File: src/rtl/lev_pkg.sv
package lev_pkg;
  localparam int CHAR_W = 8;

  typedef enum logic [1:0] {
    LS_LOW      = 2'd0,
    LS_HIGH     = 2'd1,
    LS_UNDRIVEN = 2'd2
  } lvl_e;

  function automatic lvl_e classify(input logic hi, input logic lo);
    case ({hi, lo})
      2'b10:   return LS_HIGH;
      2'b01:   return LS_LOW;
      default: return LS_UNDRIVEN;
    endcase
  endfunction
endpackage

File: src/rtl/lev_timebase.sv
module lev_timebase #(
  parameter int TS_W     = 16,
  parameter int PRESCALE = 4
) (
  input  logic            clk_i,
  input  logic            rst_ni,
  input  logic            sync_i,
  output logic [TS_W-1:0] ts_o
);
  localparam int PW = (PRESCALE > 1) ? $clog2(PRESCALE) : 1;
  localparam logic [PW-1:0] PRE_LAST = PW'(PRESCALE - 1);

  logic [PW-1:0]   pre_q;
  logic [TS_W-1:0] ts_q;

  always_ff @(posedge clk_i or negedge rst_ni) begin
    if (!rst_ni) begin
      pre_q <= '0;
      ts_q  <= '0;
    end else if (sync_i) begin
      pre_q <= '0;
      ts_q  <= '0;
    end else if (pre_q == PRE_LAST) begin
      pre_q <= '0;
      ts_q  <= ts_q + TS_W'(1);
    end else begin
      pre_q <= pre_q + PW'(1);
    end
  end

  assign ts_o = ts_q;

  a_r4_sync_clears: assert property (@(posedge clk_i) disable iff (!rst_ni)
    sync_i |=> (ts_o == '0));

  a_r3_ts_steps: assert property (@(posedge clk_i) disable iff (!rst_ni)
    (!sync_i && ts_o != '1) |=> (ts_o == $past(ts_o) || ts_o == $past(ts_o) + TS_W'(1)));
endmodule

File: src/rtl/lev_capture.sv
module lev_capture
  import lev_pkg::*;
#(
  parameter int N_LINES = 4,
  parameter int N_CHARS = 2,
  parameter int TS_W    = 16,
  localparam int N_SRC  = N_LINES + N_CHARS
) (
  input  logic                          clk_i,
  input  logic                          rst_ni,
  input  logic [N_LINES-1:0]            drv_hi_i,
  input  logic [N_LINES-1:0]            drv_lo_i,
  input  logic [N_CHARS-1:0]            chr_valid_i,
  input  logic [N_CHARS*CHAR_W-1:0]     chr_data_i,
  input  logic [N_CHARS-1:0]            chr_err_i,
  input  logic [TS_W-1:0]               ts_i,
  input  logic [N_SRC-1:0]              clr_i,
  output logic [N_SRC-1:0]              pend_o,
  output logic [N_SRC-1:0][TS_W-1:0]    slot_ts_o,
  output logic [N_SRC-1:0][CHAR_W-1:0]  slot_data_o,
  output logic [N_SRC-1:0]              slot_err_o,
  output logic                          coll_o
);
  logic [N_SRC-1:0]             ev;
  logic [N_SRC-1:0][CHAR_W-1:0] ev_data;
  logic [N_SRC-1:0]             ev_err;
  logic [N_SRC-1:0]             pend_q;

  for (genvar i = 0; i < N_LINES; i++) begin : g_line
    lvl_e cur, prev_q;
    assign cur = classify(drv_hi_i[i], drv_lo_i[i]);
    always_ff @(posedge clk_i or negedge rst_ni) begin
      if (!rst_ni) prev_q <= LS_UNDRIVEN;
      else         prev_q <= cur;
    end
    assign ev[i]      = (cur != prev_q);
    assign ev_data[i] = CHAR_W'(cur);
    assign ev_err[i]  = 1'b0;
  end

  for (genvar j = 0; j < N_CHARS; j++) begin : g_chr
    assign ev[N_LINES+j]      = chr_valid_i[j];
    assign ev_data[N_LINES+j] = chr_data_i[j*CHAR_W +: CHAR_W];
    assign ev_err[N_LINES+j]  = chr_err_i[j];
  end

  // one holding slot per source; a busy slot refuses a new event
  for (genvar k = 0; k < N_SRC; k++) begin : g_slot
    always_ff @(posedge clk_i or negedge rst_ni) begin
      if (!rst_ni) begin
        pend_q[k]      <= 1'b0;
        slot_ts_o[k]   <= '0;
        slot_data_o[k] <= '0;
        slot_err_o[k]  <= 1'b0;
      end else if (ev[k] && (!pend_q[k] || clr_i[k])) begin
        pend_q[k]      <= 1'b1;
        slot_ts_o[k]   <= ts_i;
        slot_data_o[k] <= ev_data[k];
        slot_err_o[k]  <= ev_err[k];
      end else if (clr_i[k]) begin
        pend_q[k]      <= 1'b0;
      end
    end
  end

  assign pend_o = pend_q;
  assign coll_o = |(ev & pend_q & ~clr_i);

  a_r6_single_grant: assert property (@(posedge clk_i) disable iff (!rst_ni)
    $onehot0(clr_i));

  a_r6_grant_only_pending: assert property (@(posedge clk_i) disable iff (!rst_ni)
    (clr_i & ~pend_q) == '0);
endmodule

File: src/rtl/lev_fifo.sv
module lev_fifo #(
  parameter int W     = 32,
  parameter int DEPTH = 8
) (
  input  logic         clk_i,
  input  logic         rst_ni,
  input  logic         wr_i,
  input  logic [W-1:0] wdata_i,
  input  logic         rd_i,
  output logic         full_o,
  output logic         valid_o,
  output logic [W-1:0] rdata_o
);
  localparam int AW = (DEPTH > 1) ? $clog2(DEPTH) : 1;

  logic [W-1:0] mem [DEPTH];
  logic [AW:0]  wp_q, rp_q;

  always_ff @(posedge clk_i or negedge rst_ni) begin
    if (!rst_ni) begin
      wp_q <= '0;
      rp_q <= '0;
    end else begin
      if (wr_i) wp_q <= wp_q + (AW+1)'(1);
      if (rd_i) rp_q <= rp_q + (AW+1)'(1);
    end
  end

  always_ff @(posedge clk_i) begin
    if (wr_i) mem[wp_q[AW-1:0]] <= wdata_i;
  end

  assign full_o  = (wp_q[AW] != rp_q[AW]) && (wp_q[AW-1:0] == rp_q[AW-1:0]);
  assign valid_o = (wp_q != rp_q);
  assign rdata_o = mem[rp_q[AW-1:0]];

  a_r7_full_holds: assert property (@(posedge clk_i) disable iff (!rst_ni)
    (full_o && !rd_i) |=> full_o);

  a_r9_hold_until_taken: assert property (@(posedge clk_i) disable iff (!rst_ni)
    (valid_o && !rd_i) |=> (valid_o && $stable(rdata_o)));
endmodule

File: src/rtl/line_event_recorder.sv
module line_event_recorder
  import lev_pkg::*;
#(
  parameter int N_LINES    = 4,
  parameter int N_CHARS    = 2,
  parameter int TS_W       = 16,
  parameter int PRESCALE   = 4,
  parameter int FIFO_DEPTH = 8,
  localparam int N_SRC     = N_LINES + N_CHARS,
  localparam int SRC_W     = (N_SRC > 1) ? $clog2(N_SRC) : 1
) (
  input  logic                      clk_i,
  input  logic                      rst_ni,
  input  logic                      sync_i,
  input  logic [N_LINES-1:0]        drv_hi_i,
  input  logic [N_LINES-1:0]        drv_lo_i,
  input  logic [N_CHARS-1:0]        chr_valid_i,
  input  logic [N_CHARS*CHAR_W-1:0] chr_data_i,
  input  logic [N_CHARS-1:0]        chr_err_i,
  output logic                      ev_valid_o,
  input  logic                      ev_ready_i,
  output logic [TS_W-1:0]           ev_ts_o,
  output logic                      ev_is_char_o,
  output logic [SRC_W-1:0]          ev_src_o,
  output logic [CHAR_W-1:0]         ev_data_o,
  output logic                      ev_err_o,
  output logic                      ev_ovf_o
);
  localparam int REC_W = TS_W + 1 + SRC_W + CHAR_W + 2;

  logic [TS_W-1:0]               ts;
  logic [N_SRC-1:0]              pend, grant;
  logic [N_SRC-1:0][TS_W-1:0]    slot_ts;
  logic [N_SRC-1:0][CHAR_W-1:0]  slot_data;
  logic [N_SRC-1:0]              slot_err;
  logic                          coll, full, any, wr, drop, ovf_q, found;
  logic [SRC_W-1:0]              sel;
  logic [REC_W-1:0]              wrec, rrec;

  lev_timebase #(.TS_W(TS_W), .PRESCALE(PRESCALE)) u_tb (
    .clk_i, .rst_ni, .sync_i, .ts_o(ts)
  );

  lev_capture #(.N_LINES(N_LINES), .N_CHARS(N_CHARS), .TS_W(TS_W)) u_cap (
    .clk_i, .rst_ni, .drv_hi_i, .drv_lo_i, .chr_valid_i, .chr_data_i, .chr_err_i,
    .ts_i(ts), .clr_i(grant), .pend_o(pend), .slot_ts_o(slot_ts),
    .slot_data_o(slot_data), .slot_err_o(slot_err), .coll_o(coll)
  );

  // lowest pending index wins
  always_comb begin
    grant = '0;
    sel   = '0;
    found = 1'b0;
    for (int k = 0; k < N_SRC; k++) begin
      if (pend[k] && !found) begin
        grant[k] = 1'b1;
        sel      = SRC_W'(k);
        found    = 1'b1;
      end
    end
  end

  assign any  = |pend;
  assign wr   = any & ~full;
  assign drop = any & full;

  assign wrec = {slot_ts[sel], (int'(sel) >= N_LINES), sel,
                 slot_data[sel], slot_err[sel], ovf_q};

  always_ff @(posedge clk_i or negedge rst_ni) begin
    if (!rst_ni) ovf_q <= 1'b0;
    else         ovf_q <= (ovf_q & ~wr) | drop | coll;
  end

  lev_fifo #(.W(REC_W), .DEPTH(FIFO_DEPTH)) u_fifo (
    .clk_i, .rst_ni, .wr_i(wr), .wdata_i(wrec),
    .rd_i(ev_valid_o & ev_ready_i), .full_o(full),
    .valid_o(ev_valid_o), .rdata_o(rrec)
  );

  assign {ev_ts_o, ev_is_char_o, ev_src_o, ev_data_o, ev_err_o, ev_ovf_o} = rrec;

  a_r7_drop_marks: assert property (@(posedge clk_i) disable iff (!rst_ni)
    (drop || coll) |=> ovf_q);

  a_r7_marker_consumed: assert property (@(posedge clk_i) disable iff (!rst_ni)
    (wr && !coll) |=> !ovf_q);

  a_r9_no_valid_loss: assert property (@(posedge clk_i) disable iff (!rst_ni)
    (ev_valid_o && !ev_ready_i) |=> ev_valid_o);
endmodule

File: config.mk
export PLATFORM = sky130hd
export DESIGN_NAME = line_event_recorder
export DESIGN_NICKNAME = d
export VERILOG_FILES = /design/src/rtl/lev_pkg.sv /design/src/rtl/lev_timebase.sv /design/src/rtl/lev_capture.sv /design/src/rtl/lev_fifo.sv /design/src/rtl/line_event_recorder.sv
export SDC_FILE = /design/constraint.sdc
export NUM_CORES = 1
export LEC_CHECK = 0
export ABC_CLOCK_PERIOD_IN_PS = 12100
export BUFFER_PORTS_ARGS = -buffer_cell sky130_fd_sc_hd__buf_2
export CAP_MARGIN = 20
export CORE_MARGIN = 10
export CORE_UTILIZATION = 30
export CTS_CLUSTER_DIAMETER = 120
export DETAILED_ROUTE_END_ITERATION = 10
export PLACE_DENSITY = 0.51
export SYNTH_ARGS = -nofsm -noshare
export SYNTH_HDL_FRONTEND = slang
export SYNTH_SLANG_ARGS = --single-unit
export TNS_END_PERCENT = 50
File: constraint.sdc
create_clock -name clk_i -period 12.1 [get_ports clk_i]
set_input_delay 3.025 -clock clk_i [delete_from_list [all_inputs] [get_ports clk_i]]
set_output_delay 3.025 -clock clk_i [all_outputs]
set_load 0.01 [all_outputs]
== Word-level counts from Yosys, hierarchy flattened ==
Memory sizes are Yosys's and may differ from the RTL's.
Index checks and enable logic that the tools add are counted.

* Reduce and logical (&&, ||, !) cells: 38
* Bitwise gates (word level): 11
* $lt $le $gt $ge: 2
* $add $sub $neg: 4
* Equality and inequality tests: 16
* Multiplexer cells: 43

{| class="wikitable"
|+ Operators by type and width
! cell !! count
|-
| binary-select mux 16 bit (select 3 bit) || 1
|-
| 2-to-1 mux 16 bit || 3
|-
| 2-to-1 mux 1 bit || 26
|-
| binary-select mux 8 bit (select 3 bit) || 1
|-
| adder 16 x 1 -> 16 bit, second input constant || 1
|-
| case mux 2 bit (2 select lines) || 4
|-
| nonzero test 2 bit || 7
|-
| AND 6 bit || 2
|-
| logical AND 1 bit || 12
|-
| 2-to-1 mux 3 bit || 4
|-
| OR reduction 6 bit || 2
|-
| zero test 1 bit || 11
|-
| equality test 2 bit, second input constant || 5
|-
| adder 4 x 1 -> 4 bit, second input constant || 2
|-
| equality test 2 x 1 -> 1 bit, second input constant || 4
|-
| 2-to-1 mux 8 bit || 1
|-
| != test 2 bit || 4
|-
| logical OR 1 bit || 6
|-
| inverter 6 bit || 1
|-
| AND 1 bit || 4
|-
| less-than comparator 3 x 4 -> 1 bit, second input constant || 1
|-
| 2-to-1 mux 2 bit || 2
|-
| != test 4 bit || 1
|-
| binary-select mux 1 bit (select 3 bit) || 1
|-
| other kinds (6) || 8
|}

* Memories kept: 1
* Input bits: 32
* Output and inout bits: 31
* Word-level logic and storage cells: 144
* Memory bits (writable): 240
* Register bits: 163

{| class="wikitable"
|+ Memory list
! name !! words !! width !! rd ports !! clocked after Yosys merged registers in !! wr ports !! line !! source
|-
| u_fifo.mem || 8 || 30 || 1 || 0 || 1 || lev_fifo.sv:16 || <nowiki>logic [W-1:0] mem [DEPTH];</nowiki>
|}

== Longest topological paths before layout ==
Gate-level depths: netlist of the first run.

* Depth in word-level cells: 20
* Mapped depth: 9
* Gate-level depth less buffers: 7

== Modules after synthesis ==
Synthesis of the first run repeated with hierarchy kept, for this count alone.

* Cell total of the unflattened synthesis: 1053
* Area total of the unflattened synthesis: 17758.3 um^2

{| class="wikitable"
|+ By module, submodules not included
! module !! cells each !! seq. area each (um^2) !! area each (um^2) !! times used
|-
| lev_fifo || 391 || 7407.1 || 9684.3 || 1
|-
| lev_capture || 342 || 3408.3 || 5413.9 || 1
|-
| line_event_recorder || 234 || 25.0 || 1722.9 || 1
|-
| lev_timebase || 86 || 450.4 || 937.1 || 1
|}

== Worst setup path before layout of the first run ==
No wires, ideal clock.

* Kind: input-to-reg
* Start: input port drv_lo_i[0]
* End: register u_cap.slot_data_o[1] (netlist name)
* Path buffers: 1
* Stages on the path: 6
* Required time: 11.975 ns
* Slack: 7.278 ns
* Data arrival time: 4.697 ns
* Library setup time: 0.125 ns
* Cell sequence: inv_1 -> ha_1 -> xor2_1 -> nor2_1 -> clkbuf_1 -> mux2_2

* Longest elaborated chain between the ends: 4
* Elaborated cells between the ends (all ways): 5
* Classes of those cells: 3 x eq/ne; 1 x mux; 1 x reduce/logical

{| class="wikitable"
|+ Ends and longest elaborated chain
! what !! line !! source
|-
| from (decl) || line_event_recorder.sv:16 || <nowiki>input logic [N_LINES-1:0] drv_lo_i,</nowiki>
|-
| equality test 2 x 1 -> 1 bit / equality test 2 bit (equally long branches) || lev_pkg.sv:11 || <nowiki>case ({hi, lo})</nowiki>
|-
| case mux 2 bit (2 select lines) * || lev_pkg.sv:11 ||
|-
| net u_cap.g_line[0].cur[1] || lev_capture.sv:30 || <nowiki>lvl_e cur, prev_q;</nowiki>
|-
| != test 2 bit || lev_capture.sv:36 || <nowiki>assign ev[i] = (cur != prev_q);</nowiki>
|-
| logical AND 1 bit || lev_capture.sv:55 || <nowiki>end else if (ev[k] && (!pend_q[k] || clr_i[k])) begin</nowiki>
|-
| to (signal, indexed assignment) || lev_capture.sv:58 || <nowiki>slot_data_o[k] <= ev_data[k];</nowiki>
|-
| to (decl) || lev_capture.sv:20 || <nowiki>output logic [N_SRC-1:0][CHAR_W-1:0] slot_data_o,</nowiki>
|}

Mark *: on every way through the listed nets, which the timed path passes. The rest lies on a longest branch.
A chain may end at the register's enable or synchronous reset.

== Worst setup path after layout of the first run ==
* Start: register u_fifo.rp_q[0]
* End: output port ev_ts_o[4]

* Longest elaborated chain between the ends: 1

{| class="wikitable"
|+ Ends and longest elaborated chain
! what !! line !! source
|-
| from (decl) || lev_fifo.sv:17 || <nowiki>logic [AW:0] wp_q, rp_q;</nowiki>
|-
| from (signal assigned) || lev_fifo.sv:25 || <nowiki>if (rd_i) rp_q <= rp_q + (AW+1)'(1);</nowiki>
|-
| memory (8 x 30 bit) || n/a ||
|-
| to (decl) || line_event_recorder.sv:22 || <nowiki>output logic [TS_W-1:0] ev_ts_o,</nowiki>
|}

Every way passes these cells.

==> impl_metrics.env, run 1 <==
export IMPL_dr_total_vias=8451
export IMPL_io_buffers=62
export IMPL_grt_pass1_wl_um=55600
export IMPL_die_height_um=255
export IMPL_grt_overflow=0
export IMPL_post_cts_buffers=0
export IMPL_cp_required_ps=9070
export IMPL_drive_gt1_frac=0.358
export IMPL_synth_area_leaders="edfxtp_1 43%, dfrtp_1 24%, mux2_2 10%"
export IMPL_area_delta_synth_final_pct=15.9
export IMPL_hold_viol_final=0
export IMPL_worstHoldEndpoint="u_tb.pre_q[0]"
export IMPL_ys_seq_elements=403
export IMPL_grt_max_degree=92
export IMPL_dieWidth_um=255
export IMPL_grt_pass1_vias=8985
export IMPL_r2r_start="u_fifo.rp_q[0]"
export IMPL_post_route_min_period_ps=6140
export IMPL_setup_tns_final_ps=0
export IMPL_rr_worst_depth=7
export IMPL_tightestPinTransition_ps=997
export IMPL_yosys_area_top_type_share=0.434
export IMPL_synthMuxAreaShare=0.212
export IMPL_place_congestion=0.694
export IMPL_synth_compound_area_share=0.0303
export IMPL_hold_class="reg2reg"
export IMPL_final_cells=1822
export IMPL_endpoint_kind="primary output"
export IMPL_synth_nets=1015
export IMPL_slew_headroom=0.335
export IMPL_worstSetupStartpointType="flip-flop"
export IMPL_ctsHoldBuffers=0
export IMPL_cp_max_fo=42
export IMPL_dp_cells=1742
export IMPL_cts_max_level=2
export IMPL_std_cell_rows=86
export IMPL_wl_per_cell_um=19.5
export IMPL_synth_most_common_cell="edfxtp_1"
export IMPL_cts_tree="yes"
export IMPL_synth_edf_count=240
export IMPL_synthDistinctLibCells=46
export IMPL_ant_nets=0
export IMPL_final_max_slew_violation_count=0
export IMPL_netlist_top_cell_by_area="edfxtp_1"
export IMPL_synthXorXnorAreaFrac=0.0169
export IMPL_synth_warnings=0
export IMPL_start_util=0.302
export IMPL_synth_adder_area_share=0.00603
export IMPL_power_density_mw_per_mm2=224
export IMPL_ios=63
export IMPL_rsz0062_at_grt="no"
export IMPL_cts_buffer_depth=3
export IMPL_wl_um=35600
export IMPL_cts_root_buf="clkbuf_16"
export IMPL_via_per_inst=4.64
export IMPL_synth_ff_type="edfxtp_1"
export IMPL_clock_skew_final_ps=28.7
export IMPL_r2r_slack_ps=8380
export IMPL_finalSetupViolCount=0
export IMPL_fmax_mhz=163
export IMPL_r2r_end="u_fifo.mem[4][11]"
export IMPL_cts_clk_slew_worst_paths_ps=60
export IMPL_max_cap_violations=0
export IMPL_drcViolationCount=0
export IMPL_n_antenna_cell=0
export IMPL_power_leakage_uw=0.00755
export IMPL_core_area_mm2=0.0550
export IMPL_cts_num_sinks=403
export IMPL_cp_arrival_ps=3120
export IMPL_grt_usage=0.108
export IMPL_regArea_mm2=0.0113
export IMPL_first_iter_violations=502
export IMPL_synth_simple_gate_area_frac=0.0330
export IMPL_fin_crit_sh=0.508
export IMPL_ctsResizeCount=0
export IMPL_seq_area_frac_synth=0.680
export IMPL_synthCells=975
export IMPL_fin_util=0.350
export IMPL_die_area_mm2=0.0652
export IMPL_nFillCells=5210
export IMPL_async_reset_ff_frac=0.404
export IMPL_clock_latency_ps=550
export IMPL_hold_depth=1
export IMPL_dp_hpwl_um=20100
export IMPL_cts_inserted_buffers=43
export IMPL_nets=1079
export IMPL_dr_pass1_iters=4
export IMPL_synth_area_mm2=0.0166
export IMPL_outcome="finished clean"
export IMPL_ir_drop_v=0.000119
export IMPL_ys_top_cells_by_count="240 x edfxtp_1, 159 x dfrtp_1, 153 x mux2_2"
export IMPL_antenna_found_initial=1
export IMPL_worst_setup_path_type="reg2out"
export IMPL_multi_input_area_mm2=0.00501
export IMPL_min_from="u_tb.pre_q[0]"
export IMPL_synth_top_family_by_area="multiplexers"
export IMPL_synth_avg_cell_area_um2=17.0
## state kept, by name (all words and copies together), names as in the netlist
name and cells:
u_tb.ts_o 16, u_cap.slot_data_o 24, ovf_q 1, u_fifo.rp_q 4, u_cap.slot_err_o 2, u_cap.g_line.prev_q 8, u_tb.pre_q 2, u_fifo.mem 240
u_cap.pend_o 6, u_fifo.wp_q 4, u_cap.slot_ts_o 96
## critical path, cell delays in order (launching register included)
cell and delay, ps:
dfrtp_4 720, buf_4 760, mux4_2 600, mux2_2 290
buf_2 150
## how the worst max path moves through the flow
| stage | startpoint | endpoint | slack, ps | depth (start not counted) |
|---|---|---|---|---|
| 2_1_floorplan | drv_lo_i[0] | u_cap.slot_data_o[1] | 7280 | 6 |
| 3_3_place_gp | u_fifo.rp_q[0] | ev_ts_o[3] | 6440 | 4 |
| 3_5_place_dp | u_fifo.rp_q[0] | ev_src_o[2] | 6420 | 4 |
| 4_1_cts | u_fifo.rp_q[0] | ev_ts_o[4] | 5820 | 4 |
| 5_1_grt | u_fifo.rp_q[0] | ev_ts_o[1] | 5680 | 4 |
| 6_report | u_fifo.rp_q[0] | ev_ts_o[4] | 5960 | 4 |
## per-layer routing
| layer | wire length [µm] | up-vias | global-route usage |
|---|---|---|---|
| li1 | - | 3836 | - |
| met5 | 13 | - | 0 |
| met1 | 16500 | 4448 | 0.143 |
| met2 | 17100 | 114 | 0.180 |
| met4 | 608 | 2 | 0.0278 |
| met3 | 1340 | 51 | 0.0218 |
## cells by family after synthesis
logic type	Yosys count
xor+xnor	32
buf+inv	74
flops	403
simple gates	125
compound gates	76
fa+ha+maj	8
mux	257
## layout make-up
cell class,instances,area share
Sequential cell,403,0.587
Multi-Input combinational cell,498,0.260
Clock buffer,61,0.0636
Tap cell,748,0.0486
Timing Repair Buffer,82,0.0242
Clock inverter,19,0.0138
Inverter,11,0.00254
## stage by stage
stage | hold WS [ps] | total power (µW) | worst slack, ps | area, µm²
floorplan | 403 | 2590 | 7280 | 16600
finish | 419 | 4300 | 5960 | 19200
detailed placement | 416 | 3010 | 6420 | 17800
CTS | 423 | 4400 | 5820 | 19200
global route | 476 | 4530 | 5680 | 19200
global placement | 414 | 3000 | 6440 | 17800
## power breakdown
part           internal, µW  switching [µW]  total, µW  leakage (µW)
logic                   481             597       1080       0.00239
clock network           836             534       1370      0.000726
registers              1760            94.6       1860       0.00443
total                  3080            1230       4300       0.00755
## cells in the final DEF (no fill, tap or decap), types with 5 or more instances in the layout
cell / instances
xnor2_1: 15
xor2_1: 17
clkbuf_1: 11
nand2b_1: 5
o21ai_1: 18
bufinv_16: 6
inv_1: 10
nand2_1: 38
o21ai_0: 5
edfxtp_1: 240
dfrtp_1: 157
mux2i_1: 44
clkinv_2: 6
buf_4: 20
a21oi_1: 5
buf_2: 61
mux4_2: 60
clkbuf_8: 6
nand3_1: 7
nor2_1: 49
a211oi_1: 19
clkbuf_16: 44
a21o_1: 18
ha_1: 8
mux2_2: 153
nand4_1: 6
No activity file was read; power rests on OpenSTA's default activity.
==> run 2, diff against run 1 <==
- ABC_AREA: unset -> 1
- ABC_CLOCK_PERIOD_IN_PS: 12100 -> 6150
- clock period: 12.1 -> 6.15 ns (I/O delays scaled with it)
==> impl_metrics.env, run 2 <==
export IMPL_drive_gt1_frac=0.108
export IMPL_synth_nets=1732
export IMPL_largest_reg_flops=240
export IMPL_cpPeakStageDelay_ps=850
export IMPL_dieWidth_um=260
export IMPL_ys_seq_elements=403
export IMPL_cp_max_fo=58
export IMPL_final_common_cell="nand2_1"
export IMPL_multi_input_area_mm2=0.00526
export IMPL_min_from="u_tb.pre_q[0]"
export IMPL_p_int_uw=6230
export IMPL_finalSetupViolCount=0
export IMPL_swShare=0.356
export IMPL_first_iter_violations=765
export IMPL_rsz0062_at_grt="no"
export IMPL_endpoint_kind="primary output"
export IMPL_dp_cells=2441
export IMPL_path_buf_inv=3
export IMPL_ctsResizeCount=0
export IMPL_fin_util=0.351
export IMPL_yosys_area_top_type_share=0.417
export IMPL_synth_ff_type="edfxtp_1"
export IMPL_clock_skew_final_ps=22.7
export IMPL_hold_class="reg2reg"
export IMPL_grt_overflow=0
export IMPL_seq_area_frac_synth=0.654
export IMPL_area_delta_synth_final_pct=15.2
export IMPL_outcome="finished clean"
export IMPL_fmax_mhz=215
export IMPL_power_density_mw_per_mm2=487
export IMPL_setup_tns_final_ps=0
export IMPL_power_leakage_uw=0.00807
export IMPL_final_max_slew_violation_count=0
export IMPL_synth_edf_count=240
export IMPL_cts_root_buf="clkbuf_16"
export IMPL_io_buffers=62
export IMPL_netlist_top_cell_by_area="edfxtp_1"
export IMPL_final_cell_mix="455 x nand2_1, 240 x edfxtp_1, 161 x nor2_1"
export IMPL_clock_latency_ps=570
export IMPL_grt_usage=0.127
export IMPL_dr_total_vias=11800
export IMPL_die_area_mm2=0.0675
export IMPL_core_area_mm2=0.0567
export IMPL_worstSetupStartpointType="flip-flop"
export IMPL_nFillCells=5718
export IMPL_place_congestion=0.751
export IMPL_dr_pass1_iters=4
export IMPL_cts_max_level=2
export IMPL_ant_nets=0
export IMPL_rr_worst_depth=8
export IMPL_cts_buffer_depth=3
export IMPL_hold_depth=1
export IMPL_grt_pass1_wl_um=68400
export IMPL_synth_area_mm2=0.0173
export IMPL_worst_hold_slack_ps=423
export IMPL_path_common_cell="nand2_1"
export IMPL_r2r_start="u_fifo.rp_q[0]"
export IMPL_post_route_min_period_ps=4660
export IMPL_fin_crit_sh=0.757
export IMPL_wl_um=42600
export IMPL_cp_required_ps=4610
export IMPL_ios=63
export IMPL_async_reset_ff_frac=0.404
export IMPL_die_height_um=260
export IMPL_cts_inserted_buffers=44
export IMPL_regArea_mm2=0.0113
export IMPL_hold_viol_final=0
export IMPL_power_frac_seq=0.424
export IMPL_cp_top_family="buffers and inverters"
export IMPL_final_cells=2523
export IMPL_cts_num_sinks=403
export IMPL_r2r_end="u_fifo.mem[0][22]"
export IMPL_ys_top_cells_by_count="456 x nand2_1, 240 x edfxtp_1, 169 x nor2_1"
export IMPL_cp_arrival_ps=3120
export IMPL_pwr_share_clk=0.279
export IMPL_ir_drop_v=0.000246
export IMPL_synth_warnings=0
export IMPL_grt_max_degree=112
export IMPL_synthDistinctLibCells=35
export IMPL_worst_setup_path_type="reg2out"
export IMPL_slowest_stage="inv_2"
export IMPL_antenna_found_initial=0
export IMPL_cts_clk_slew_worst_paths_ps=60
export IMPL_cts_tree="yes"
export IMPL_synth_avg_cell_area_um2=10.2
export IMPL_tightestPinTransition_ps=1030
export IMPL_combPwrFrac=0.297
export IMPL_worstHoldEndpoint="u_tb.pre_q[0]"
export IMPL_post_cts_buffers=0
export IMPL_crit_path_cell_trace="inv_2 > buf_4 > nor2_1 > o22ai_1 > nand2_1 > nand2_1 > buf_2"
export IMPL_synthCells=1692
export IMPL_synth_most_common_cell="nand2_1"
export IMPL_slew_headroom=0.315
export IMPL_wl_per_cell_um=16.9
export IMPL_dp_hpwl_um=25200
export IMPL_drcViolationCount=0
export IMPL_max_cap_violations=0
export IMPL_ctsHoldBuffers=0
export IMPL_synth_area_leaders="edfxtp_1 42%, dfrtp_1 23%, nand2_1 9.9%"
export IMPL_r2r_slack_ps=2180
export IMPL_grt_pass1_vias=11900
export IMPL_std_cell_rows=87
export IMPL_via_per_inst=4.69
export IMPL_nets=1771
export IMPL_start_util=0.304
export IMPL_p_switching_uw=3440
## run 2: cell count changes in the layout (fill, tap and decap cells not counted), sizes merged, moves of 19 or more
| cell | change |
|---|---|
| mux4 | -60 |
| nand2 | +422 |
| nor2 | +120 |
| a21oi | +29 |
| nand3b | +19 |
| nand4 | +19 |
| o22ai | +30 |
| o21ai | +186 |
| mux2 | -151 |
| inv | +81 |
| nand3 | +82 |
## run 2: kinds of logic (layout without fill, tap and decap cells)
| group | after synthesis | after routing | synth area share |
|---|---|---|---|
| simple gates | 772 | 772 | 0.186 |
| flops | 403 | 403 | 0.654 |
| compound gates | 277 | 277 | 0.0841 |
| buf+inv | 186 | 260 | 0.0448 |
| mux | 32 | 32 | 0.0187 |
| xor+xnor | 14 | 14 | 0.00710 |
| fa+ha+maj | 8 | 8 | 0.00580 |
| other cells | 0 | 1 | 0 |
## run 2: cell type report
| type | count | area share |
|---|---|---|
| inverters | 93 | 0.0176 |
| diodes | 1 | 0.000126 |
| clock inverters | 16 | 0.0107 |
| multi-input cells | 1103 | 0.265 |
| clock buffers | 65 | 0.0644 |
| repair buffers | 86 | 0.0269 |
| flip-flops and latches | 403 | 0.568 |
| well taps | 756 | 0.0476 |
## run 2: how the worst max path moves through the flow
stage | startpoint | end | slack (ps) | cells after the start
floorplan | u_fifo.rp_q[0] | u_fifo.mem[0][0] | 3260 | 8
global placement | u_fifo.rp_q[0] | ev_is_char_o | 2020 | 7
detailed placement | u_fifo.rp_q[0] | ev_data_o[4] | 2010 | 7
CTS | u_fifo.rp_q[0] | ev_data_o[4] | 1380 | 7
global route | u_fifo.rp_q[0] | ev_data_o[4] | 1260 | 7
finish | u_fifo.rp_q[0] | ev_data_o[4] | 1490 | 7
## run 2: stage by stage
| stage | power (µW) | cell area [µm²] | worst slack [ps] |
|---|---|---|---|
| 2_1_floorplan | 5940 | 17300 | 3260 |
| 3_3_place_gp | 7060 | 18400 | 2020 |
| 3_5_place_dp | 7110 | 18400 | 2010 |
| 4_1_cts | 9850 | 19900 | 1380 |
| 5_1_grt | 10300 | 19900 | 1260 |
| 6_report | 9680 | 19900 | 1490 |
## run 2: power by group through the flow
stage | Sequential, µW | Combinational, µW | Clock [µW]
after global routing | 4180 | 3250 | 2870
after detailed placement | 4160 | 2950 | 0
after CTS | 4110 | 2960 | 2770
final | 4110 | 2880 | 2700
after global placement | 4150 | 2910 | 0
after floorplan | 3940 | 2000 | 0
## run 2: layer usage
layer	routed length, µm	vias to the layer above	global-route usage
li1	-	5810	-
met4	802	0	0.0352
met1	19800	5756	0.168
met2	20400	208	0.212
met5	0	-	0
met3	1650	54	0.0186
## run 2: worst register-to-register path, stage by stage (launching register included)
cell,delay (ps)
dfrtp_4,860
buf_4,760
xnor2_1,210
nand2_1,100
nor2_1,50
nand2_1,160
nand3b_1,350
nor2_4,850
buf_4,340
